==> src/rtl/fan_ctrl_pkg.sv <==
package fan_ctrl_pkg;
    localparam int BUS_AW = 4;
    localparam int BUS_DW = 32;

    localparam logic [BUS_AW-1:0] ADDR_CFG   = 4'h0;
    localparam logic [BUS_AW-1:0] ADDR_FREQ  = 4'h4;
    localparam logic [BUS_AW-1:0] ADDR_COUNT = 4'hC;

    localparam int CFG_STAT_POS = 0;
    localparam int CFG_OC_POS   = 1;
    localparam int CFG_GATE_POS = 2;
    localparam int CFG_INV_POS  = 3;
    localparam int CFG_DUTY_POS = 16;

    localparam int FREQ_TICK_POS = 15;
    localparam int TICK_W        = 11;

    typedef enum logic [1:0] {
        PWM_PARKED = 2'd0,
        PWM_DRIVE  = 2'd1,
        PWM_REST   = 2'd2
    } pwm_state_t;

    typedef enum logic {
        WIN_RUN   = 1'b0,
        WIN_CLOSE = 1'b1
    } win_state_t;
endpackage

==> src/rtl/fan_regs.sv <==
module fan_regs
    import fan_ctrl_pkg::*;
#(
    parameter int DUTY_W = 8,
    parameter int DIV_W  = 15,
    parameter int CNT_W  = 16
) (
    input  logic              clk,
    input  logic              rst_n,
    input  logic [BUS_AW-1:0] addr,
    input  logic              we,
    input  logic [BUS_DW-1:0] wdata,
    output logic [BUS_DW-1:0] rdata,
    input  logic [CNT_W-1:0]  count,
    output logic [DUTY_W-1:0] duty_o,
    output logic              inv_o,
    output logic              gate_o,
    output logic              oc_o,
    output logic [DIV_W-1:0]  div_o
);
    logic [DUTY_W-1:0] duty_q;
    logic              inv_q, gate_q, oc_q, stat_q;
    logic [DIV_W-1:0]  div_q;
    logic [TICK_W-1:0] tick_q;
    logic              unused_wbits;

    assign unused_wbits = ^wdata;

    always_ff @(posedge clk or negedge rst_n) begin
        if (!rst_n) begin
            duty_q <= '0;
            inv_q  <= 1'b0;
            gate_q <= 1'b0;
            oc_q   <= 1'b0;
            stat_q <= 1'b0;
            div_q  <= '0;
            tick_q <= '0;
        end else if (we) begin
            case (addr)
                ADDR_CFG: begin
                    duty_q <= wdata[CFG_DUTY_POS +: DUTY_W];
                    inv_q  <= wdata[CFG_INV_POS];
                    gate_q <= wdata[CFG_GATE_POS];
                    oc_q   <= wdata[CFG_OC_POS];
                    stat_q <= wdata[CFG_STAT_POS];
                end
                ADDR_FREQ: begin
                    div_q  <= wdata[DIV_W-1:0];
                    tick_q <= wdata[FREQ_TICK_POS +: TICK_W];
                end
                default: ;
            endcase
        end
    end

    always_comb begin
        rdata = '0;
        case (addr)
            ADDR_CFG: begin
                rdata[CFG_DUTY_POS +: DUTY_W] = duty_q;
                rdata[CFG_INV_POS]            = inv_q;
                rdata[CFG_GATE_POS]           = gate_q;
                rdata[CFG_OC_POS]             = oc_q;
                rdata[CFG_STAT_POS]           = stat_q;
            end
            ADDR_FREQ: begin
                rdata[DIV_W-1:0]                = div_q;
                rdata[FREQ_TICK_POS +: TICK_W]  = tick_q;
            end
            ADDR_COUNT: rdata[CNT_W-1:0] = count;
            default: rdata = '0;
        endcase
    end

    assign duty_o = duty_q;
    assign inv_o  = inv_q;
    assign gate_o = gate_q;
    assign oc_o   = oc_q;
    assign div_o  = div_q;
endmodule

==> src/rtl/fan_pwm_gen.sv <==
module fan_pwm_gen
    import fan_ctrl_pkg::*;
#(
    parameter int DUTY_W = 8,
    parameter int DIV_W  = 15
) (
    input  logic              clk,
    input  logic              rst_n,
    input  logic              gate,
    input  logic              inv,
    input  logic              oc,
    input  logic [DUTY_W-1:0] duty,
    input  logic [DIV_W-1:0]  div_val,
    output logic              pwm_o,
    output logic              pwm_oe,
    output pwm_state_t        state_o,
    output logic [DUTY_W-1:0] phase_o,
    output logic [DIV_W-1:0]  div_cnt_o
);
    localparam logic [DIV_W-1:0]  DIV_STEP = DIV_W'(1);
    localparam logic [DUTY_W-1:0] PH_STEP  = DUTY_W'(1);

    logic [DIV_W-1:0]  div_q;
    logic [DUTY_W-1:0] phase_q;
    pwm_state_t        state_q, state_d;
    logic              drive_lvl, line_lvl;

    // divider and phase counters: phase advances once per (F+1) clocks
    always_ff @(posedge clk or negedge rst_n) begin
        if (!rst_n) begin
            div_q   <= '0;
            phase_q <= '0;
        end else if (div_q >= div_val) begin
            div_q   <= '0;
            phase_q <= phase_q + PH_STEP;
        end else begin
            div_q   <= div_q + DIV_STEP;
        end
    end

    // next-state logic
    always_comb begin
        state_d = state_q;
        unique case (state_q)
            PWM_PARKED: begin
                if (gate) state_d = (phase_q < duty) ? PWM_DRIVE : PWM_REST;
            end
            PWM_DRIVE: begin
                if (!gate)               state_d = PWM_PARKED;
                else if (phase_q >= duty) state_d = PWM_REST;
            end
            PWM_REST: begin
                if (!gate)               state_d = PWM_PARKED;
                else if (phase_q < duty) state_d = PWM_DRIVE;
            end
            default: state_d = PWM_PARKED;
        endcase
    end

    // state register
    always_ff @(posedge clk or negedge rst_n) begin
        if (!rst_n) state_q <= PWM_PARKED;
        else        state_q <= state_d;
    end

    // outputs
    always_comb begin
        unique case (state_q)
            PWM_DRIVE: drive_lvl = 1'b1;
            default:   drive_lvl = 1'b0;
        endcase
        line_lvl = drive_lvl ^ inv;
        if (oc) begin
            pwm_o  = 1'b0;
            pwm_oe = ~line_lvl;
        end else begin
            pwm_o  = line_lvl;
            pwm_oe = 1'b1;
        end
    end

    assign state_o   = state_q;
    assign phase_o   = phase_q;
    assign div_cnt_o = div_q;
endmodule

==> src/rtl/fan_tach_win.sv <==
module fan_tach_win
    import fan_ctrl_pkg::*;
#(
    parameter int CNT_W      = 16,
    parameter int WIN_CYCLES = 250_000_000
) (
    input  logic             clk,
    input  logic             rst_n,
    input  logic             tach_i,
    output logic [CNT_W-1:0] count_o,
    output logic [CNT_W-1:0] run_cnt_o,
    output win_state_t       state_o
);
    localparam int               TMR_W    = (WIN_CYCLES > 2) ? $clog2(WIN_CYCLES) : 1;
    localparam logic [TMR_W-1:0] TMR_LAST = TMR_W'(WIN_CYCLES - 2);
    localparam logic [TMR_W-1:0] TMR_STEP = TMR_W'(1);
    localparam logic [CNT_W-1:0] CNT_MAX  = {CNT_W{1'b1}};

    logic [2:0]       sync_q;
    logic             edge_seen;
    logic [TMR_W-1:0] tmr_q;
    logic [CNT_W-1:0] run_q, latch_q, bumped;
    win_state_t       state_q, state_d;

    // two synchroniser flops plus one history flop for edge detection
    always_ff @(posedge clk or negedge rst_n) begin
        if (!rst_n) sync_q <= '0;
        else        sync_q <= {sync_q[1:0], tach_i};
    end

    assign edge_seen = sync_q[1] & ~sync_q[2];
    assign bumped    = (run_q == CNT_MAX) ? CNT_MAX : run_q + CNT_W'(edge_seen);

    always_comb begin
        state_d = state_q;
        unique case (state_q)
            WIN_RUN:   if (tmr_q == TMR_LAST) state_d = WIN_CLOSE;
            WIN_CLOSE: state_d = WIN_RUN;
            default:   state_d = WIN_RUN;
        endcase
    end

    // state register
    always_ff @(posedge clk or negedge rst_n) begin
        if (!rst_n) state_q <= WIN_RUN;
        else        state_q <= state_d;
    end

    // datapath controlled by the state
    always_ff @(posedge clk or negedge rst_n) begin
        if (!rst_n) begin
            tmr_q   <= '0;
            run_q   <= '0;
            latch_q <= '0;
        end else begin
            unique case (state_q)
                WIN_CLOSE: begin
                    latch_q <= bumped;
                    run_q   <= '0;
                    tmr_q   <= '0;
                end
                default: begin
                    run_q   <= bumped;
                    tmr_q   <= tmr_q + TMR_STEP;
                end
            endcase
        end
    end

    assign count_o   = latch_q;
    assign run_cnt_o = run_q;
    assign state_o   = state_q;
endmodule

==> src/rtl/fan_ctrl.sv <==
module fan_ctrl
    import fan_ctrl_pkg::*;
#(
    parameter int DUTY_W     = 8,
    parameter int DIV_W      = 15,
    parameter int CNT_W      = 16,
    parameter int WIN_CYCLES = 250_000_000
) (
    input  logic        clk,
    input  logic        rst_n,
    input  logic [3:0]  bus_addr,
    input  logic        bus_we,
    input  logic [31:0] bus_wdata,
    output logic [31:0] bus_rdata,
    input  logic        tach_i,
    output logic        pwm_o,
    output logic        pwm_oe
);
    logic [DUTY_W-1:0] cfg_duty;
    logic              cfg_inv, cfg_gate, cfg_oc;
    logic [DIV_W-1:0]  cfg_div;
    logic [CNT_W-1:0]  tach_latched, tach_run_cnt;
    pwm_state_t        pwm_state;
    logic [DUTY_W-1:0] pwm_phase;
    logic [DIV_W-1:0]  pwm_div_cnt;
    win_state_t        win_state;

    fan_regs #(.DUTY_W(DUTY_W), .DIV_W(DIV_W), .CNT_W(CNT_W)) u_regs (
        .clk    (clk),
        .rst_n  (rst_n),
        .addr   (bus_addr),
        .we     (bus_we),
        .wdata  (bus_wdata),
        .rdata  (bus_rdata),
        .count  (tach_latched),
        .duty_o (cfg_duty),
        .inv_o  (cfg_inv),
        .gate_o (cfg_gate),
        .oc_o   (cfg_oc),
        .div_o  (cfg_div)
    );

    fan_pwm_gen #(.DUTY_W(DUTY_W), .DIV_W(DIV_W)) u_pwm (
        .clk       (clk),
        .rst_n     (rst_n),
        .gate      (cfg_gate),
        .inv       (cfg_inv),
        .oc        (cfg_oc),
        .duty      (cfg_duty),
        .div_val   (cfg_div),
        .pwm_o     (pwm_o),
        .pwm_oe    (pwm_oe),
        .state_o   (pwm_state),
        .phase_o   (pwm_phase),
        .div_cnt_o (pwm_div_cnt)
    );

    fan_tach_win #(.CNT_W(CNT_W), .WIN_CYCLES(WIN_CYCLES)) u_tach (
        .clk       (clk),
        .rst_n     (rst_n),
        .tach_i    (tach_i),
        .count_o   (tach_latched),
        .run_cnt_o (tach_run_cnt),
        .state_o   (win_state)
    );
endmodule

==> config.mk <==
export PLATFORM = sky130hd
export DESIGN_NAME = fan_ctrl
export DESIGN_NICKNAME = d
export VERILOG_FILES = /design/src/rtl/fan_ctrl_pkg.sv /design/src/rtl/fan_regs.sv /design/src/rtl/fan_pwm_gen.sv /design/src/rtl/fan_tach_win.sv /design/src/rtl/fan_ctrl.sv
export SDC_FILE = /design/constraint.sdc
export NUM_CORES = 1
export LEC_CHECK = 0
export BUFFER_PORTS_ARGS = -buffer_cell sky130_fd_sc_hd__buf_2
export CELL_PAD_IN_SITES_DETAIL_PLACEMENT = 1
export CELL_PAD_IN_SITES_GLOBAL_PLACEMENT = 1
export CORE_AREA = 3 3 116 130
export CTS_CLUSTER_DIAMETER = 40
export CTS_CLUSTER_SIZE = 20
export DETAILED_ROUTE_END_ITERATION = 8
export DIE_AREA = 0 0 119 133
export PLACE_DENSITY_LB_ADDON = 0.1
export REMOVE_ABC_BUFFERS = 1
export SLEW_MARGIN = 40
export SYNTH_ARGS = -nofsm -noshare
export SYNTH_HDL_FRONTEND = slang
export SYNTH_SLANG_ARGS = --single-unit
export TNS_END_PERCENT = 1
==> constraint.sdc <==
create_clock -name clk -period 2.03 [get_ports clk]
set_clock_uncertainty 0.05 [all_clocks]
set_input_delay 0.406 -clock clk [delete_from_list [all_inputs] [get_ports clk]]
set_output_delay 0.406 -clock clk [all_outputs]
set_load 0.05 [all_outputs]
==> flow_summary.toml <==
[status]
status = "complete, but fails checks"
violations = "negative hold slack"

[grt]
grt_max_degree = 88
grt_pass1_wl_mm = 25.94
grt_pass1_vias = 5129
antenna_found_initial = 0
grt_overflow_total = 0
track_usage_pct = 20.53

[worst_setup_path]
cp_max_fo = 18
critical_path.max_stage_delay_ps = 340
timing.rr.start = "u_regs.div_o[14]"
crit_arrival_ps = 1540
crit_family = "buffers and inverters"
r2r_slack_ps = 120
path_buf_inv = 3
worst-setup-path-type = "in -> out"
cp_slowest_cell = "nor4b_4"
cp.required_ps = 1570
rr_endpoint = "u_pwm.phase_o[1]"
r2r_cells = 8
end_kind = "output pin"
start_kind = "input port"
cp_cell_sequence = "buf_2, nor4b_4, buf_12, a22o_1, clkbuf_4"

[finish]
drive_gt1_share_pct = 22.84
seqCellArea_um2 = 3179
fin_util_pct = 56.13
num_antenna_cells = 0
multi_input_area_um2 = 2980
final_cells = 884
syn_to_final_growth_pct = 22.08
fin_nets = 753
fillCellCount = 1489

[logic_synthesis]
ys_seq_area_share_pct = 50.11
syn_area_per_cell_um2 = 10.61
syn_area_um2 = 6342
yosysWarnings = 0
synth_most_common_cell = "dfrtp_1"
yosys.cell_types.count = 46
synth_top_area_share_pct = 50.11
synth-edff-count = 0
synthFlopType = "dfrtp_1"
yosys-top-cells-count = "dfrtp_1, nor2_1, inv_1, nand2_1"
synth_async_sr_flop_share_pct = 100.0
yosys.area.top_type = "dfrtp_1"
synth.area.top_cells = "dfrtp_1, nor2_1, ha_1"
synthCells = 598
ys_ff_latch = 127

[timing]
slew_headroom_pct = 65.58
slew_viol_final = 0
rsz0062_at_grt = "yes"
setup_viol = 0
max_freq_mhz = 501.2
fin_crit_ps = 1995
period_share_pct = 98.29
worst_slew_pin_slew_ps = 516.2
hold_viol = 22
fin_hold_ws_ps = -51.47

[floorplan]
rows = 45
dieWidth_um = 119
die_area_um2 = 15830
start_util_pct = 45.98
core_area_um2 = 13790
ios = 74
die_h_um = 133

[drt]
drc = 0
vias_per_cell = 5.259
avgRoutedWirePerCell_um = 17.29
vias = 4649
drtIter0Drc = 235
dr.pass1.iters = 4
ant_nets = 0
drt-total-wl_mm = 15.29

[clock_tree]
htreeDepth = 4
ctsLongestPathBuffers = 2
cts_tree = "yes"
cts_hold_buf = 0
cts_root_buf = "clkbuf_16"
cts_sinks = 127
clkLatencyLatePin_ps = 420
clkTransAtPathRegs_ps = 50
cts_buffers = 17

[place]
placedCellCount = 850
port_buffers = 61
hpwl_mm = 10.74
place.gp.congestion = 0.8154

[power]
powerDensity_nw_per_um2 = 1011
irDropWorstVdd_mv = 0.6245
p_leak_uw = 0.003840

[flow_run]
maxCapViolCount = 0

[min_path]
min_path_type = "in -> async"
-- metrics by stage --
step	power, uW	setup TNS (ps)	setup WS (ps)	hold WS [ps]	instance area, um^2
after floorplan	4148	-18030	-367.4	60.41	6242
after global placement	4548	0	7.250	284.1	7047
after detailed placement	4684	-14.70	-12.93	287.1	7047
after CTS	7898	0	8.876	5.200	7666
after global routing	8283	-65.16	-24.91	17.15	7742
final	7831	0	34.66	-51.47	7742
-- layout by cell type, fill, tap and decap left out, drive strengths merged, types with 27 or more instances in the layout --
master / instances
dfrtp: 127
nor2: 99
buf: 80
mux2: 39
inv: 34
nand2: 31
xor2: 29
ha: 29
xnor2: 28
a21oi: 27
-- cell families (layout without fill, tap and decap cells) --
kind of cell	Yosys count	in the layout	share of synthesized area [%]
xor+xnor	57	57	7.871
fa+ha+maj	29	29	5.721
flops	127	127	50.11
simple gates	220	220	18.25
buf+inv	58	151	3.886
other cells	1	6	0.05913
mux	42	42	7.398
compound gates	64	64	6.707
-- power breakdown --
part	switching [uW]	internal, uW	leakage [uW]
logic	820	627	0.00189
clock network	1090	2060	0.000294
registers	342	2890	0.00166
total	2250	5580	0.00384
-- worst max-delay path by stage --
stage	startpoint	end	slack, ps	cells past startpoint
after global placement	bus_addr[3]	bus_rdata[17]	7	5
after floorplan	u_pwm.div_cnt_o[6]	u_pwm.phase_o[1]	-370	6
final	bus_addr[3]	bus_rdata[15]	30	5
after CTS	bus_addr[3]	bus_rdata[15]	9	5
after detailed placement	u_regs.div_o[2]	u_pwm.phase_o[1]	-10	8
after global routing	u_pwm.state_o[1]	pwm_o	-20	4
-- flip-flops by register name, indices dropped and copies added, names as in the netlist --
register	cells
u_tach.count_o	16
u_regs.tick_q	11
u_pwm.div_cnt_o	15
u_tach.sync_q	3
u_pwm.state_o	2
u_tach.state_o	1
u_tach.run_cnt_o	16
u_regs.duty_o	8
u_regs.inv_o	1
u_regs.oc_o	1
u_pwm.phase_o	8
u_tach.tmr_q	28
u_regs.stat_q	1
u_regs.gate_o	1
u_regs.div_o	15
-- routing by layer --
layer	wire, um	global-route usage [%]
met1	6503	25.16
met2	8181	36.04
met5	0	0
met3	360	4.190
met4	240	6.825
-- final cells by class --
type,count,share of cell area (%)
Sequential cell,127,41.06
Multi-Input combinational cell,418,38.49
Inverter,34,1.648
Clock inverter,12,2.165
Tap cell,188,3.038
Timing Repair Buffer,86,7.870
Clock buffer,19,5.721
-- repair_timing --
item	4_1_cts	5_1_grt
buffers inserted	0	3
cloned	0	0
gates resized for setup	4	18
pin swaps	1	5
setup endpoints to repair	7	34
No activity file was read; power rests on OpenSTA's default activity.
